[src/rtl/fsr_pkg.sv]
package fsr_pkg;

    typedef enum logic [1:0] {
        KIND_FRAME   = 2'd0,
        KIND_HOLD    = 2'd1,
        KIND_SHUTTER = 2'd2,
        KIND_IMM     = 2'd3
    } fsr_kind_e;

    typedef struct packed {
        logic fv;
        logic trig_in_fv;
        logic window;
        logic bub_pend;
        logic bubble;
    } ctl_state_t;

endpackage

[src/rtl/fsr_decode.sv]
module fsr_decode #(
    parameter int AW    = 5,
    parameter int NSLOT = 14
) (
    input  logic             wr_en,
    input  logic [AW-1:0]    wr_addr,
    output logic [NSLOT-1:0] sel
);
    always_comb begin
        for (int i = 0; i < NSLOT; i++) begin
            sel[i] = wr_en && (wr_addr == AW'(i));
        end
    end
endmodule

[src/rtl/fsr_slot.sv]
module fsr_slot #(
    parameter int                DW   = 16,
    parameter fsr_pkg::fsr_kind_e KIND = fsr_pkg::KIND_FRAME
) (
    input  logic          clk,
    input  logic          rst_n,
    input  logic          wr,
    input  logic [DW-1:0] wdata,
    input  logic          frame_start,
    input  logic          restart,
    input  logic          direct,
    input  logic          hold,
    output logic [DW-1:0] active
);
    import fsr_pkg::*;

    localparam bit TWO_STAGE = (KIND == KIND_SHUTTER);
    localparam bit HOLDABLE  = (KIND == KIND_HOLD);
    localparam bit BYPASS    = (KIND == KIND_IMM);

    typedef struct packed {
        logic [DW-1:0] st1;
        logic          p1;
        logic [DW-1:0] st2;
        logic          p2;
        logic [DW-1:0] act;
    } slot_t;

    slot_t s_d, s_q;
    logic  held;

    assign held = HOLDABLE && hold;

    always_comb begin
        s_d = s_q;
        if (BYPASS) begin
            if (wr) s_d.act = wdata;
        end else begin
            // commit points use the state from before this cycle's write
            if (restart) begin
                if (TWO_STAGE) begin
                    if (s_q.p1)      s_d.act = s_q.st1;
                    else if (s_q.p2) s_d.act = s_q.st2;
                    s_d.p1 = 1'b0;
                    s_d.p2 = 1'b0;
                end else if (s_q.p1 && !held) begin
                    s_d.act = s_q.st1;
                    s_d.p1  = 1'b0;
                end
            end else if (frame_start) begin
                if (TWO_STAGE) begin
                    if (s_q.p2) begin
                        s_d.act = s_q.st2;
                        s_d.p2  = 1'b0;
                    end
                    if (s_q.p1) begin
                        s_d.st2 = s_q.st1;
                        s_d.p2  = 1'b1;
                        s_d.p1  = 1'b0;
                    end
                end else if (s_q.p1 && !held) begin
                    s_d.act = s_q.st1;
                    s_d.p1  = 1'b0;
                end
            end
            if (wr) begin
                if (direct && !held) begin
                    s_d.act = wdata;
                    s_d.p1  = 1'b0;
                    s_d.p2  = 1'b0;
                end else begin
                    s_d.st1 = wdata;
                    s_d.p1  = 1'b1;
                end
            end
        end
    end

    always_ff @(posedge clk or negedge rst_n) begin
        if (!rst_n) s_q <= '0;
        else        s_q <= s_d;
    end

    assign active = s_q.act;
endmodule

[src/rtl/fsr_frame_ctl.sv]
module fsr_frame_ctl (
    input  logic clk,
    input  logic rst_n,
    input  logic frame_start,
    input  logic frame_valid,
    input  logic trigger,
    input  logic snapshot_mode,
    input  logic restart,
    input  logic geo_wr,
    output logic direct,
    output logic bubble
);
    import fsr_pkg::*;

    ctl_state_t c_d, c_q;
    logic       fv_fall;

    assign fv_fall = c_q.fv && !frame_valid;

    always_comb begin
        c_d    = c_q;
        c_d.fv = frame_valid;
        // snapshot write window: opens at end of frame unless already triggered
        if (!snapshot_mode) begin
            c_d.window     = 1'b0;
            c_d.trig_in_fv = 1'b0;
        end else begin
            if (fv_fall) begin
                c_d.window     = !c_q.trig_in_fv;
                c_d.trig_in_fv = 1'b0;
            end
            if (trigger) begin
                c_d.window = 1'b0;
                if (frame_valid) c_d.trig_in_fv = 1'b1;
            end
        end
        // bubble bookkeeping
        if (restart) begin
            c_d.bub_pend = 1'b0;
            c_d.bubble   = 1'b0;
        end else if (frame_start) begin
            c_d.bubble   = c_q.bub_pend;
            c_d.bub_pend = 1'b0;
        end
        if (geo_wr && !snapshot_mode) c_d.bub_pend = 1'b1;
    end

    always_ff @(posedge clk or negedge rst_n) begin
        if (!rst_n) c_q <= '0;
        else        c_q <= c_d;
    end

    assign direct = c_q.window && snapshot_mode;
    assign bubble = c_q.bubble;
endmodule

[src/rtl/fsr_shadow_top.sv]
module fsr_shadow_top #(
    parameter int DW      = 16,
    parameter int AW      = 5,
    parameter int NUM_GEO = 7,
    parameter int NUM_BRT = 4,
    parameter int NUM_IMM = 2
) (
    input  logic                  clk,
    input  logic                  rst_n,
    input  logic                  wr_en,
    input  logic [AW-1:0]         wr_addr,
    input  logic [DW-1:0]         wr_data,
    input  logic                  frame_start,
    input  logic                  frame_valid,
    input  logic                  trigger,
    input  logic                  snapshot_mode,
    input  logic                  sync_hold,
    input  logic                  restart,
    output logic [NUM_GEO*DW-1:0] geo_active,
    output logic [NUM_BRT*DW-1:0] brt_active,
    output logic [DW-1:0]         shutter_active,
    output logic [NUM_IMM*DW-1:0] imm_active,
    output logic                  bubble
);
    import fsr_pkg::*;

    localparam int BRT_BASE = NUM_GEO;
    localparam int SHW_ADDR = NUM_GEO + NUM_BRT;
    localparam int IMM_BASE = SHW_ADDR + 1;
    localparam int NSLOT    = IMM_BASE + NUM_IMM;

    logic [NSLOT-1:0] sel;
    logic [DW-1:0]    slot_act [NSLOT];
    logic             geo_wr;
    logic             direct;

    fsr_decode #(.AW(AW), .NSLOT(NSLOT)) u_dec (
        .wr_en   (wr_en),
        .wr_addr (wr_addr),
        .sel     (sel)
    );

    assign geo_wr = |sel[NUM_GEO-1:0];

    fsr_frame_ctl u_ctl (
        .clk           (clk),
        .rst_n         (rst_n),
        .frame_start   (frame_start),
        .frame_valid   (frame_valid),
        .trigger       (trigger),
        .snapshot_mode (snapshot_mode),
        .restart       (restart),
        .geo_wr        (geo_wr),
        .direct        (direct),
        .bubble        (bubble)
    );

    for (genvar g = 0; g < NSLOT; g++) begin : g_slot
        localparam fsr_kind_e K = (g < BRT_BASE) ? KIND_FRAME :
                                  (g < SHW_ADDR) ? KIND_HOLD  :
                                  (g == SHW_ADDR) ? KIND_SHUTTER : KIND_IMM;
        fsr_slot #(.DW(DW), .KIND(K)) u_slot (
            .clk         (clk),
            .rst_n       (rst_n),
            .wr          (sel[g]),
            .wdata       (wr_data),
            .frame_start (frame_start),
            .restart     (restart),
            .direct      (direct),
            .hold        (sync_hold),
            .active      (slot_act[g])
        );
    end

    for (genvar i = 0; i < NUM_GEO; i++) begin : g_geo_out
        assign geo_active[i*DW +: DW] = slot_act[i];
    end
    for (genvar i = 0; i < NUM_BRT; i++) begin : g_brt_out
        assign brt_active[i*DW +: DW] = slot_act[BRT_BASE + i];
    end
    for (genvar i = 0; i < NUM_IMM; i++) begin : g_imm_out
        assign imm_active[i*DW +: DW] = slot_act[IMM_BASE + i];
    end
    assign shutter_active = slot_act[SHW_ADDR];
endmodule

[config.mk]
export PLATFORM = sky130hd
export DESIGN_NAME = fsr_shadow_top
export DESIGN_NICKNAME = d
export VERILOG_FILES = /design/src/rtl/fsr_pkg.sv /design/src/rtl/fsr_decode.sv /design/src/rtl/fsr_slot.sv /design/src/rtl/fsr_frame_ctl.sv /design/src/rtl/fsr_shadow_top.sv
export SDC_FILE = /design/constraint.sdc
export NUM_CORES = 1
export LEC_CHECK = 0
export ABC_AREA = 1
export BUFFER_PORTS_ARGS = -buffer_cell sky130_fd_sc_hd__buf_2
export CAP_MARGIN = 40
export CORE_MARGIN = 5
export CORE_UTILIZATION = 53
export DETAILED_ROUTE_END_ITERATION = 10
export PLACE_DENSITY = 0.76
export SYNTH_ARGS = -nofsm -noshare
export SYNTH_HDL_FRONTEND = slang
export SYNTH_SLANG_ARGS = --single-unit
[constraint.sdc]
create_clock -name clk -period 1.7 [get_ports clk]
set_clock_uncertainty 0.15 [all_clocks]
set_input_delay 0.17 -clock clk [delete_from_list [all_inputs] [get_ports clk]]
set_output_delay 0.17 -clock clk [all_outputs]
set_load 0.01 [all_outputs]
Yosys cells after proc, flatten, opt, wreduce, memory -nomap -nowiden
Index checks and enable logic that the tools add are counted.
{"block": "word_totals", "ff_bits": 450, "inputBits": 30, "output_inout_bits": 225, "wordCells": 216}
{"block": "classes", "eq_ne": 14, "muxes": 99, "n_bitwise": 3, "n_reduce_logical": 55}
{"operator": "two-way mux 16 bit", "n": 58}
{"operator": "two-way mux 17 bit", "n": 4}
{"operator": "nonzero test 3 bit", "n": 13}
{"operator": "two-way mux 34 bit", "n": 1}
{"operator": "two-way mux 1 bit", "n": 31}
{"operator": "== test 5 x 4 -> 1 bit (second input constant)", "n": 6}
{"operator": "AND reduction 2 bit", "n": 12}
{"operator": "logical AND 1 bit", "n": 22}
{"operator": "== test 5 x 3 -> 1 bit (second input constant)", "n": 4}
{"operator": "== test 5 x 2 -> 1 bit (second input constant)", "n": 2}
{"operator": "two-way mux 2 bit", "n": 5}
{"operator": "OR reduction 7 bit", "n": 1}
{"operator": "== test 5 x 1 -> 1 bit (second input constant)", "n": 1}
{"operator": "logical NOT 5 bit", "n": 1}
{"operator": "logical NOT 1 bit", "n": 4}
{"operator": "inequality test 3 x 2 -> 1 bit (second input constant)", "n": 1}
{"operator": "inverter 1 bit", "n": 3}
{"operator": "AND reduction 3 bit", "n": 1}
{"operator": "nonzero test 2 bit", "n": 1}

Depth between registers and ports, before layout
Gate-level depths: netlist (run 1).
{"block": "depth", "word_depth": 7, "ltp_mapped": 9, "depth_no_buf": 8}

Hierarchy
Synthesis (run 1) repeated with hierarchy kept, for this count alone.
{"block": "unflattened", "hier_cells": 3001, "area_unflattened_um2": 23171.0}
{"module": "fsr_slot at g_slot[0].u_slot ...", "n_inst": 7, "cells_each": 213, "area_each_um2": 1684.1, "seq_area_each_um2": 825.8}
{"module": "fsr_slot at g_slot[10].u_slot ...", "n_inst": 4, "cells_each": 233, "area_each_um2": 1760.4, "seq_area_each_um2": 825.8}
{"module": "fsr_slot at g_slot[11].u_slot", "n_inst": 1, "cells_each": 371, "area_each_um2": 2662.6, "seq_area_each_um2": 1251.2}
{"module": "fsr_slot at g_slot[12].u_slot ...", "n_inst": 2, "cells_each": 68, "area_each_um2": 644.4, "seq_area_each_um2": 400.4}
{"module": "fsr_frame_ctl", "n_inst": 1, "cells_each": 26, "area_each_um2": 212.7, "seq_area_each_um2": 125.1}
{"module": "fsr_decode", "n_inst": 1, "cells_each": 33, "area_each_um2": 131.4, "seq_area_each_um2": 0.0}
{"module": "fsr_shadow_top", "n_inst": 1, "cells_each": 12, "area_each_um2": 45.0, "seq_area_each_um2": 0.0}

Worst setup path after synthesis (run 1)
OpenSTA, ideal clock, no wires.
{"block": "synth_path", "kind": "flip-flop to flip-flop", "from": "register u_ctl.c_q[2] in the netlist's numbering", "to": "register g_slot[6].u_slot.s_q[40] in the netlist's numbering", "setup_ps": 65, "t_arrival_ps": 1376, "required_time_ps": 1485, "path_slack_ps": 110, "stages_incl_launch_ff": 8, "n_path_buf": 2, "synth_period_minus_slack_ps": 1590, "path_cell_list": "dfrtp_1 > nand2_4 > inv_2 > buf_4 > nor2_2 > buf_2 > nand2_1 > nand2_1"}
{"block": "synth_between", "elab_chain_cells": 3}
{"element": "start, declared", "line": "fsr_frame_ctl.sv:15", "text": "ctl_state_t c_d, c_q;"}
{"element": "start signal, assigned", "line": "fsr_frame_ctl.sv:49", "text": "if (!rst_n) c_q <= '0;"}
{"element": "start signal, assigned", "line": "fsr_frame_ctl.sv:50", "text": "else c_q <= c_d;"}
{"element": "logical AND 1 bit", "line": "fsr_frame_ctl.sv:53", "text": "assign direct = c_q.window && snapshot_mode;"}
{"element": "inverter 1 bit (no source line)"}
{"element": "AND reduction 2 bit (no source line)"}
{"element": "end signal, assigned", "line": "fsr_slot.sv:80", "text": "if (!rst_n) s_q <= '0;"}
{"element": "end signal, assigned", "line": "fsr_slot.sv:81", "text": "else s_q <= s_d;"}
{"element": "end, declared", "line": "fsr_slot.sv:29", "text": "slot_t s_d, s_q;"}
Every way passes these cells.
A chain may end at the register's enable or synchronous reset.

Final worst setup path (run 1)
{"block": "layout_path", "from": "input wr_addr[1]", "to": "register g_slot[1].u_slot.s_q[42] in the netlist's numbering"}
{"block": "layout_between", "elab_chain_cells": 3}
{"element": "start, declared", "line": "fsr_shadow_top.sv:11", "text": "input logic [AW-1:0] wr_addr,"}
{"element": "== test 5 x 1 -> 1 bit", "line": "fsr_decode.sv:11", "text": "sel[i] = wr_en && (wr_addr == AW'(i));"}
{"element": "logical AND 1 bit", "line": "fsr_decode.sv:11"}
{"element": "AND reduction 2 bit (no source line)"}
{"element": "end signal, assigned", "line": "fsr_slot.sv:80"}
{"element": "end signal, assigned", "line": "fsr_slot.sv:81"}
{"element": "end, declared", "line": "fsr_slot.sv:29"}
Every way passes these cells.

==> metrics.txt, run 1 <==
# TYPE chip_impl_metric gauge
chip_impl_info{name="status",value="finished, final reports clean"} 1
chip_impl_info{name="cts_tree",value="done"} 1
chip_impl_metric{name="dpl_cell_area",unit="sq mm"} 0.0232
chip_impl_info{name="critPathCapture",value="g_slot[1].u_slot.s_q[42]"} 1
chip_impl_metric{name="grt_pass1_vias",unit=""} 18800
chip_impl_metric{name="die_x",unit="um"} 213
chip_impl_metric{name="path_depth_of_the_worst_reg2reg_path",unit=""} 8
chip_impl_metric{name="regToRegSetupSlack",unit="ns"} 0.03
chip_impl_metric{name="critical-path-max-stage-delay",unit="ns"} 0.57
chip_impl_metric{name="timing_worst_slew_pin_value",unit="ns"} 0.809
chip_impl_metric{name="ios",unit=""} 255
chip_impl_metric{name="max-clock-path-buffers",unit=""} 3
chip_impl_info{name="r2r-start",value="u_ctl.c_q[2]"} 1
chip_impl_metric{name="ys_seq_area_share",unit="%"} 51.8
chip_impl_info{name="cell_types_with_the_largest_area_share_after_synthesis",value="dfrtp_1, nand2_1, buf_4"} 1
chip_impl_info{name="cell_by_cell_trace_of_the_critical_path",value="dlygate4sd3_1, buf_2, inv_1, nand2_1, nor2_1, buf_4, nand2_1, nor2_2, buf_12, nand2_1, nand2_1"} 1
chip_impl_metric{name="filler_cell_count",unit=""} 3422
chip_impl_info{name="r2r_end",value="g_slot[7].u_slot.active[10]"} 1
chip_impl_metric{name="synthesis.area_per_instance",unit="sq um"} 7.67
chip_impl_metric{name="dieHeight",unit="um"} 213
chip_impl_info{name="crit_path_frequent_cell",value="nand2_1"} 1
chip_impl_metric{name="grt_use_met3",unit="%"} 8.71
chip_impl_metric{name="row_count",unit=""} 74
chip_impl_metric{name="clk_pin_slew",unit="ns"} 0.06
chip_impl_metric{name="antenna_found_initial",unit=""} 0
chip_impl_metric{name="global_route.usage.met1",unit="%"} 40.4
chip_impl_metric{name="synth_edf_count",unit=""} 0
chip_impl_metric{name="timing.final.setup_violations",unit=""} 0
chip_impl_metric{name="grt_max_degree",unit=""} 66
chip_impl_metric{name="numPortBuffers",unit=""} 254
chip_impl_info{name="endpoint_kind",value="register"} 1
chip_impl_metric{name="final-max-slew-violation-count",unit=""} 0
chip_impl_metric{name="grt_pass1_wl",unit="mm"} 109
chip_impl_info{name="start_kind",value="input pin"} 1
chip_impl_info{name="primary_flip_flop_cell_chosen_by_synthesis_mapping",value="dfrtp_1"} 1
chip_impl_metric{name="met2_usage",unit="%"} 47.3
chip_impl_metric{name="cp_data_required_time",unit="ns"} 2.07
chip_impl_info{name="hold_path_class",value="in2reg"} 1
chip_impl_info{name="cp_slowest_cell",value="dlygate4sd3_1"} 1
chip_impl_metric{name="clock_insertion_delay_at_the_later_pin_of_the_skew_report",unit="ns"} 0.59
chip_impl_metric{name="tritoncts_num_sinks",unit=""} 450
chip_impl_metric{name="finalPower",unit="mW"} 31.8
chip_impl_metric{name="multi_input_area",unit="sq mm"} 0.00806
chip_impl_metric{name="worst-path-buf-inv",unit=""} 5
chip_impl_info{name="crit_family",value="buffers and inverters"} 1
chip_impl_metric{name="report.final.hold_viol_count",unit=""} 0
chip_impl_info{name="critPathLaunch",value="wr_addr[1]"} 1
chip_impl_metric{name="dp_hpwl",unit="mm"} 46.1
chip_impl_info{name="rsz_0062_raised_after_global_routing",value="yes"} 1
chip_impl_info{name="setup.worst_path.class",value="in2reg"} 1
chip_impl_metric{name="num_vias",unit=""} 19400
chip_impl_metric{name="areaGrowthSynthToFinish",unit="%"} 16.1
chip_impl_metric{name="die_area",unit="sq mm"} 0.0452
chip_impl_metric{name="synth_top_area_share",unit="%"} 51.8
chip_impl_metric{name="vdd_drop_max",unit="uV"} 853
chip_impl_info{name="cts_root_buffer",value="clkbuf_16"} 1
chip_impl_metric{name="number_of_clock_buffers_inserted_by_tritoncts",unit=""} 46
chip_impl_metric{name="coreArea",unit="sq mm"} 0.0407
chip_impl_metric{name="grt_remaining_overflow",unit=""} 0
chip_impl_metric{name="drcViolationCount",unit=""} 0
chip_impl_metric{name="power_density",unit="mW/mm^2"} 1260
chip_impl_metric{name="initial_utilization",unit="%"} 53.4
chip_impl_metric{name="routed_wirelength",unit="mm"} 71.3
chip_impl_metric{name="final_layout_size_suffix_gt1_share",unit="%"} 17.9
chip_impl_metric{name="post-route-cell-area",unit="sq mm"} 0.0252
chip_impl_metric{name="final_period_minus_worst_setup_slack",unit="ns"} 1.69
chip_impl_metric{name="htree_levels",unit=""} 2
chip_impl_metric{name="final_net_count",unit=""} 3024
chip_impl_metric{name="postRouteAntennaNets",unit=""} 0
chip_impl_metric{name="period_share",unit="%"} 99.6
chip_impl_metric{name="synth_cells",unit=""} 2834
chip_impl_metric{name="wl_per_cell",unit="um"} 20.0
chip_impl_metric{name="crit_path_max_fanout",unit=""} 16
chip_impl_metric{name="maxSlewHeadroom",unit="%"} 45.8
chip_impl_metric{name="globalRouteTotalUtil",unit="%"} 31.4
chip_impl_metric{name="drt-vias-per-instance",unit=""} 5.45
chip_impl_metric{name="syn-cell-area",unit="sq mm"} 0.0217
chip_impl_metric{name="ys_seq_elements",unit=""} 450
chip_impl_metric{name="drt_iter0_markers",unit=""} 2451
chip_impl_metric{name="leakagePower",unit="nW"} 14.5
chip_impl_metric{name="layout.area.seq",unit="sq mm"} 0.0113
chip_impl_metric{name="netlist-cell-type-count",unit=""} 25
chip_impl_metric{name="yosysWarnings",unit=""} 0
chip_impl_metric{name="asyncSetResetFlopFracSynth",unit="%"} 100
chip_impl_info{name="synth_area_leader_cell",value="dfrtp_1"} 1
chip_impl_info{name="highest_utilization_routing_layer_at_the_global_route_stage",value="met2"} 1
chip_impl_metric{name="timing.critical_path.arrival",unit="ns"} 2.06
chip_impl_metric{name="mappedNetlistNets",unit=""} 2864
chip_impl_metric{name="dpl.cell_count",unit=""} 3446
chip_impl_metric{name="max_cap_viol_count",unit=""} 0
chip_impl_metric{name="max_freq",unit="MHz"} 591
chip_impl_metric{name="number_of_logic_stages_on_the_critical_path_including_buffering",unit=""} 11
chip_impl_metric{name="first_pass_iters",unit=""} 6
chip_impl_metric{name="globalplace.congestion",unit=""} 0.886
chip_impl_metric{name="final_cell_count_without_fillers",unit=""} 3562
chip_impl_metric{name="setup_tns",unit="ns"} 0
-- logic make-up (layout without fill, tap and decap cells) --
kind of cell    Yosys count  after routing  share of synthesized area [%]
compound gates          119            119                           2.77
buf+inv                 428            623                           11.5
flops                   450            450                           51.8
other cells               0              1                              0
simple gates           1837           1837                           34.0
-- metrics by stage --
step / utilization, % / hold WS, ns / setup slack (ns)
final: 62.0 / 0.109 / 0.00737
after global routing: 62.0 / 0.117 / -0.0805
after CTS: 61.7 / 0.0276 / 0.0217
after detailed placement: 57.1 / -0.0446 / -0.0411
after global placement: 57.0 / -0.0414 / -0.197
after floorplan: - / -0.276 / 0.110
-- where the power goes --
part           internal, mW  switching [mW]
registers              12.9            1.62
logic                  2.66            4.12
clock network          6.12            4.35
-- cell type report --
cell class              instances  share of cell area, %
diodes                          1                0.00991
clock buffers                  71                   5.70
clock inverters                12                  0.486
inverters                     102                   1.54
multi-input cells            1956                   31.9
flip-flops and latches        450                   44.6
well taps                     532                   2.64
repair buffers                438                   13.1
-- synthesized netlist by cell type, types with 2 or more instances --
library cell	number
nand2_1	1415
dfrtp_1	450
nand3_1	216
buf_4	202
nor2_1	160
o21ai_0	116
inv_1	92
buf_2	62
clkbuf_1	50
nand2_2	14
nor2_4	13
nor2_2	10
inv_2	7
buf_6	6
nand2_4	5
clkbuf_2	4
buf_1	2
clkinv_1	2
nor3_1	2
-- metal layers --
| layer | part of all wire [%] | routed length, um |
|---|---|---|
| met2 | 44 | 31400 |
| met5 | 0 | 0 |
| met4 | 7.5 | 5330 |
| met3 | 12 | 8310 |
| met1 | 37 | 26300 |
-- what timing repair did --
action | in CTS | in global routing
setup buffers | 0 | 1
resized for setup | 1 | 27
hold buffers | 30 | 1
hold endpoints to repair | 746 | 3
pin swaps | 0 | 1
endpoints found under the setup margin | 16 | 304
-- how the worst min path moves through the flow --
| stage | to | cells past startpoint | start |
|---|---|---|---|
| floorplan | g_slot[0].u_slot.active[0] | 0 | rst_n |
| global placement | g_slot[0].u_slot.s_q[34] | 1 | rst_n |
| detailed placement | g_slot[6].u_slot.s_q[34] | 1 | rst_n |
| CTS | g_slot[11].u_slot.s_q[19] | 5 | frame_start |
| global route | u_ctl.c_q[4] | 2 | frame_valid |
| finish | u_ctl.c_q[4] | 2 | frame_valid |
-- sequential cells by signal (all words and copies together), names as in the netlist --
signal / flops
g_slot.u_slot.active: 224
u_ctl.c_q: 4
g_slot.u_slot.s_q: 221
u_ctl.bubble: 1
-- cell usage in the layout, fill, tap and decap left out, types with 9 or more instances in the layout --
cell | synthesis | routed
inv_1 | 92 | 91
nand2_4 | 5 | 11
buf_4 | 202 | 103
nor2_4 | 13 | 13
nor2_2 | 10 | 15
clkbuf_1 | 50 | 9
dlygate4sd3_1 | 0 | 30
nor2_1 | 160 | 155
clkbuf_16 | 0 | 49
clkbuf_8 | 0 | 13
nand2_1 | 1415 | 1414
buf_2 | 62 | 253
buf_12 | 0 | 42
o21ai_0 | 116 | 113
nand3_1 | 216 | 215
dfrtp_1 | 450 | 450
(Power assumes the default switching activity.)
==> run 2: changes to the inputs <==
--- a/config.mk
+++ b/config.mk
@@ -11,7 +11,7 @@
 export CORE_MARGIN = 5
 export CORE_UTILIZATION = 53
 export DETAILED_ROUTE_END_ITERATION = 10
-export PLACE_DENSITY = 0.76
+export PLACE_DENSITY_LB_ADDON = 0.05
 export SYNTH_ARGS = -nofsm -noshare
 export SYNTH_HDL_FRONTEND = slang
 export SYNTH_SLANG_ARGS = --single-unit
==> metrics.txt, run 2 (same netlist as run 1, synthesis figures left out) <==
# TYPE chip_impl_metric gauge
chip_impl_info{name="status",value="finished, final reports clean"} 1
chip_impl_metric{name="drt_iter0_markers",unit=""} 1803
chip_impl_info{name="cell_by_cell_trace_of_the_critical_path",value="dlygate4sd3_1, buf_4, inv_2, nor2_4, nand2_2, dlygate4sd3_1, nand3_1, nand2_1"} 1
chip_impl_info{name="cp_slowest_cell",value="dlygate4sd3_1"} 1
chip_impl_metric{name="max-clock-path-buffers",unit=""} 3
chip_impl_metric{name="finalWorstSetupSlack",unit="ns"} 0.0159
chip_impl_info{name="cts_tree",value="done"} 1
chip_impl_metric{name="timing.final.setup_violations",unit=""} 0
chip_impl_metric{name="final_period_minus_worst_setup_slack",unit="ns"} 1.68
chip_impl_metric{name="hold_path_depth",unit=""} 5
chip_impl_metric{name="detailedPlace.worstSlack",unit="ns"} -0.0391
chip_impl_metric{name="crit_path_max_fanout",unit=""} 7
chip_impl_metric{name="htree_levels",unit=""} 2
chip_impl_info{name="crit_path_frequent_cell",value="dlygate4sd3_1"} 1
chip_impl_metric{name="max_freq",unit="MHz"} 594
chip_impl_metric{name="antenna_cells_inserted",unit=""} 0
chip_impl_metric{name="critical-path-max-stage-delay",unit="ns"} 0.57
chip_impl_metric{name="grt_remaining_overflow",unit=""} 0
chip_impl_info{name="cts_root_buffer",value="clkbuf_16"} 1
chip_impl_metric{name="leakagePower",unit="nW"} 14.6
chip_impl_metric{name="globalplace.congestion",unit=""} 0.867
chip_impl_metric{name="power_density",unit="mW/mm^2"} 1270
chip_impl_metric{name="vdd_drop_max",unit="uV"} 864
chip_impl_info{name="hold_path_class",value="in2reg"} 1
chip_impl_metric{name="tritoncts_num_sinks",unit=""} 450
chip_impl_metric{name="grt_pass1_vias",unit=""} 18100
chip_impl_metric{name="dieHeight",unit="um"} 213
chip_impl_info{name="worst_hold_path.endpoint",value="g_slot[10].u_slot.active[13]"} 1
chip_impl_metric{name="final-max-slew-violation-count",unit=""} 0
chip_impl_metric{name="row_count",unit=""} 74
chip_impl_metric{name="report.final.hold_viol_count",unit=""} 0
chip_impl_info{name="start_kind",value="input pin"} 1
chip_impl_metric{name="clock_insertion_delay_at_the_later_pin_of_the_skew_report",unit="ns"} 0.59
chip_impl_metric{name="cp_data_required_time",unit="ns"} 2.02
chip_impl_metric{name="maxSlewHeadroom",unit="%"} 65.3
chip_impl_metric{name="num_vias",unit=""} 19000
chip_impl_info{name="final_common_cell",value="nand2_1"} 1
chip_impl_metric{name="grt_pass1_wl",unit="mm"} 109
chip_impl_metric{name="final_layout_size_suffix_gt1_share",unit="%"} 18.8
chip_impl_info{name="endpoint_kind",value="register"} 1
chip_impl_metric{name="globalRouteTotalUtil",unit="%"} 31.9
chip_impl_metric{name="initial_utilization",unit="%"} 53.4
chip_impl_metric{name="max_cap_viol_count",unit=""} 0
chip_impl_metric{name="grt_max_degree",unit=""} 78
chip_impl_metric{name="coreArea",unit="sq mm"} 0.0407
chip_impl_info{name="setup.worst_path.class",value="in2reg"} 1
chip_impl_metric{name="number_of_clock_buffers_inserted_by_tritoncts",unit=""} 50
chip_impl_metric{name="timing.critical_path.arrival",unit="ns"} 2.01
chip_impl_metric{name="antenna_found_initial",unit=""} 1
chip_impl_metric{name="areaGrowthSynthToFinish",unit="%"} 17.0
chip_impl_metric{name="wl_per_cell",unit="um"} 20.2
chip_impl_info{name="holdCritStartpoint",value="wr_addr[1]"} 1
chip_impl_metric{name="ios",unit=""} 255
chip_impl_metric{name="period_share",unit="%"} 99.1
chip_impl_metric{name="numPortBuffers",unit=""} 254
chip_impl_metric{name="clk_pin_slew",unit="ns"} 0.06
chip_impl_metric{name="timing_worst_slew_pin_value",unit="ns"} 0.518
chip_impl_metric{name="finalPower",unit="mW"} 32.4
chip_impl_metric{name="first_pass_iters",unit=""} 5
chip_impl_metric{name="dp_hpwl",unit="mm"} 48.1
chip_impl_info{name="most-common-layout-cells",value="nand2_1, dfrtp_1, buf_2"} 1
chip_impl_metric{name="regToRegSetupSlack",unit="ns"} 0.06
chip_impl_metric{name="drcViolationCount",unit=""} 0
chip_impl_metric{name="fin_worst_hold_slack",unit="ns"} 0.0362
chip_impl_info{name="r2r-start",value="u_ctl.c_q[2]"} 1
chip_impl_metric{name="final_net_count",unit=""} 3048
chip_impl_metric{name="die_area",unit="sq mm"} 0.0452
chip_impl_metric{name="path_depth_of_the_worst_reg2reg_path",unit=""} 6
chip_impl_metric{name="routed_wirelength",unit="mm"} 72.4
chip_impl_metric{name="postRouteAntennaNets",unit=""} 0
chip_impl_metric{name="largest_register_ff_count",unit=""} 224
chip_impl_metric{name="drt-vias-per-instance",unit=""} 5.29
chip_impl_metric{name="die_x",unit="um"} 213
chip_impl_info{name="r2r_end",value="g_slot[11].u_slot.active[11]"} 1
[run 2: changes by cell type in the layout (fill, tap and decap cells not counted), sizes merged]
cell,delta
diode,-1
clkinvlp,+2
buf,+19
clkbuf,-2
clkinv,+7
bufinv,+2
[run 2: per-layer routing]
layer,up-vias,routed length (um),GRT usage [%]
met1,9107,30300,45.7
met2,814,32600,48.6
met3,169,5850,4.69
met4,2,3660,14.6
li1,8904,-,-
met5,-,10,0
[run 2: stage by stage]
stage / instance area [sq um] / instances / utilization (%) / TNS [ns]
floorplan: 21700 / 2834 / - / 0
global placement: 23300 / 3462 / 57.1 / -4.47
detailed placement: 23300 / 3463 / 57.2 / -1.34
CTS: 25300 / 3584 / 62.1 / 0
global route: 25400 / 3589 / 62.5 / -0.00712
finish: 25400 / 3589 / 62.5 / 0
[run 2: cell type report]
| type | instances | area (sq um) |
|---|---|---|
| fillers | 3675 | 15300 |
| flip-flops and latches | 450 | 11300 |
| multi-input cells | 1956 | 8050 |
| repair buffers | 458 | 3360 |
| clock buffers | 68 | 1470 |
| well taps | 532 | 666 |
| inverters | 102 | 392 |
| clock inverters | 23 | 236 |
[run 2: worst max-delay path: cells and delay by family]
kind                   cells  cell delay (ns)
and+or+nand+nor            4             0.48
buffers and inverters      4             1.35
[run 2: what timing repair did]
action                                  4_1_cts  5_1_grt
hold endpoints to repair                    717        0
hold buffers                                 30        0
endpoints found under the setup margin        0      206
buffers inserted                              0        3
resized for setup                             0       28
[run 2: where the power goes]
group          internal [mW]  switching, mW
Combinational           2.69           3.99
Clock                   6.67           4.51
Sequential              13.0           1.58
Total                   22.3           10.1
[run 2: how the worst max path moves through the flow]
stage | end | depth (start not counted) | startpoint
global route | g_slot[5].u_slot.s_q[33] | 8 | wr_addr[2]
CTS | g_slot[5].u_slot.s_q[33] | 8 | wr_addr[2]
detailed placement | g_slot[3].u_slot.active[3] | 11 | restart
finish | g_slot[5].u_slot.s_q[33] | 8 | wr_addr[2]
global placement | g_slot[11].u_slot.active[15] | 7 | g_slot[11].u_slot.s_q[33]
floorplan | g_slot[6].u_slot.s_q[40] | 7 | u_ctl.c_q[2]
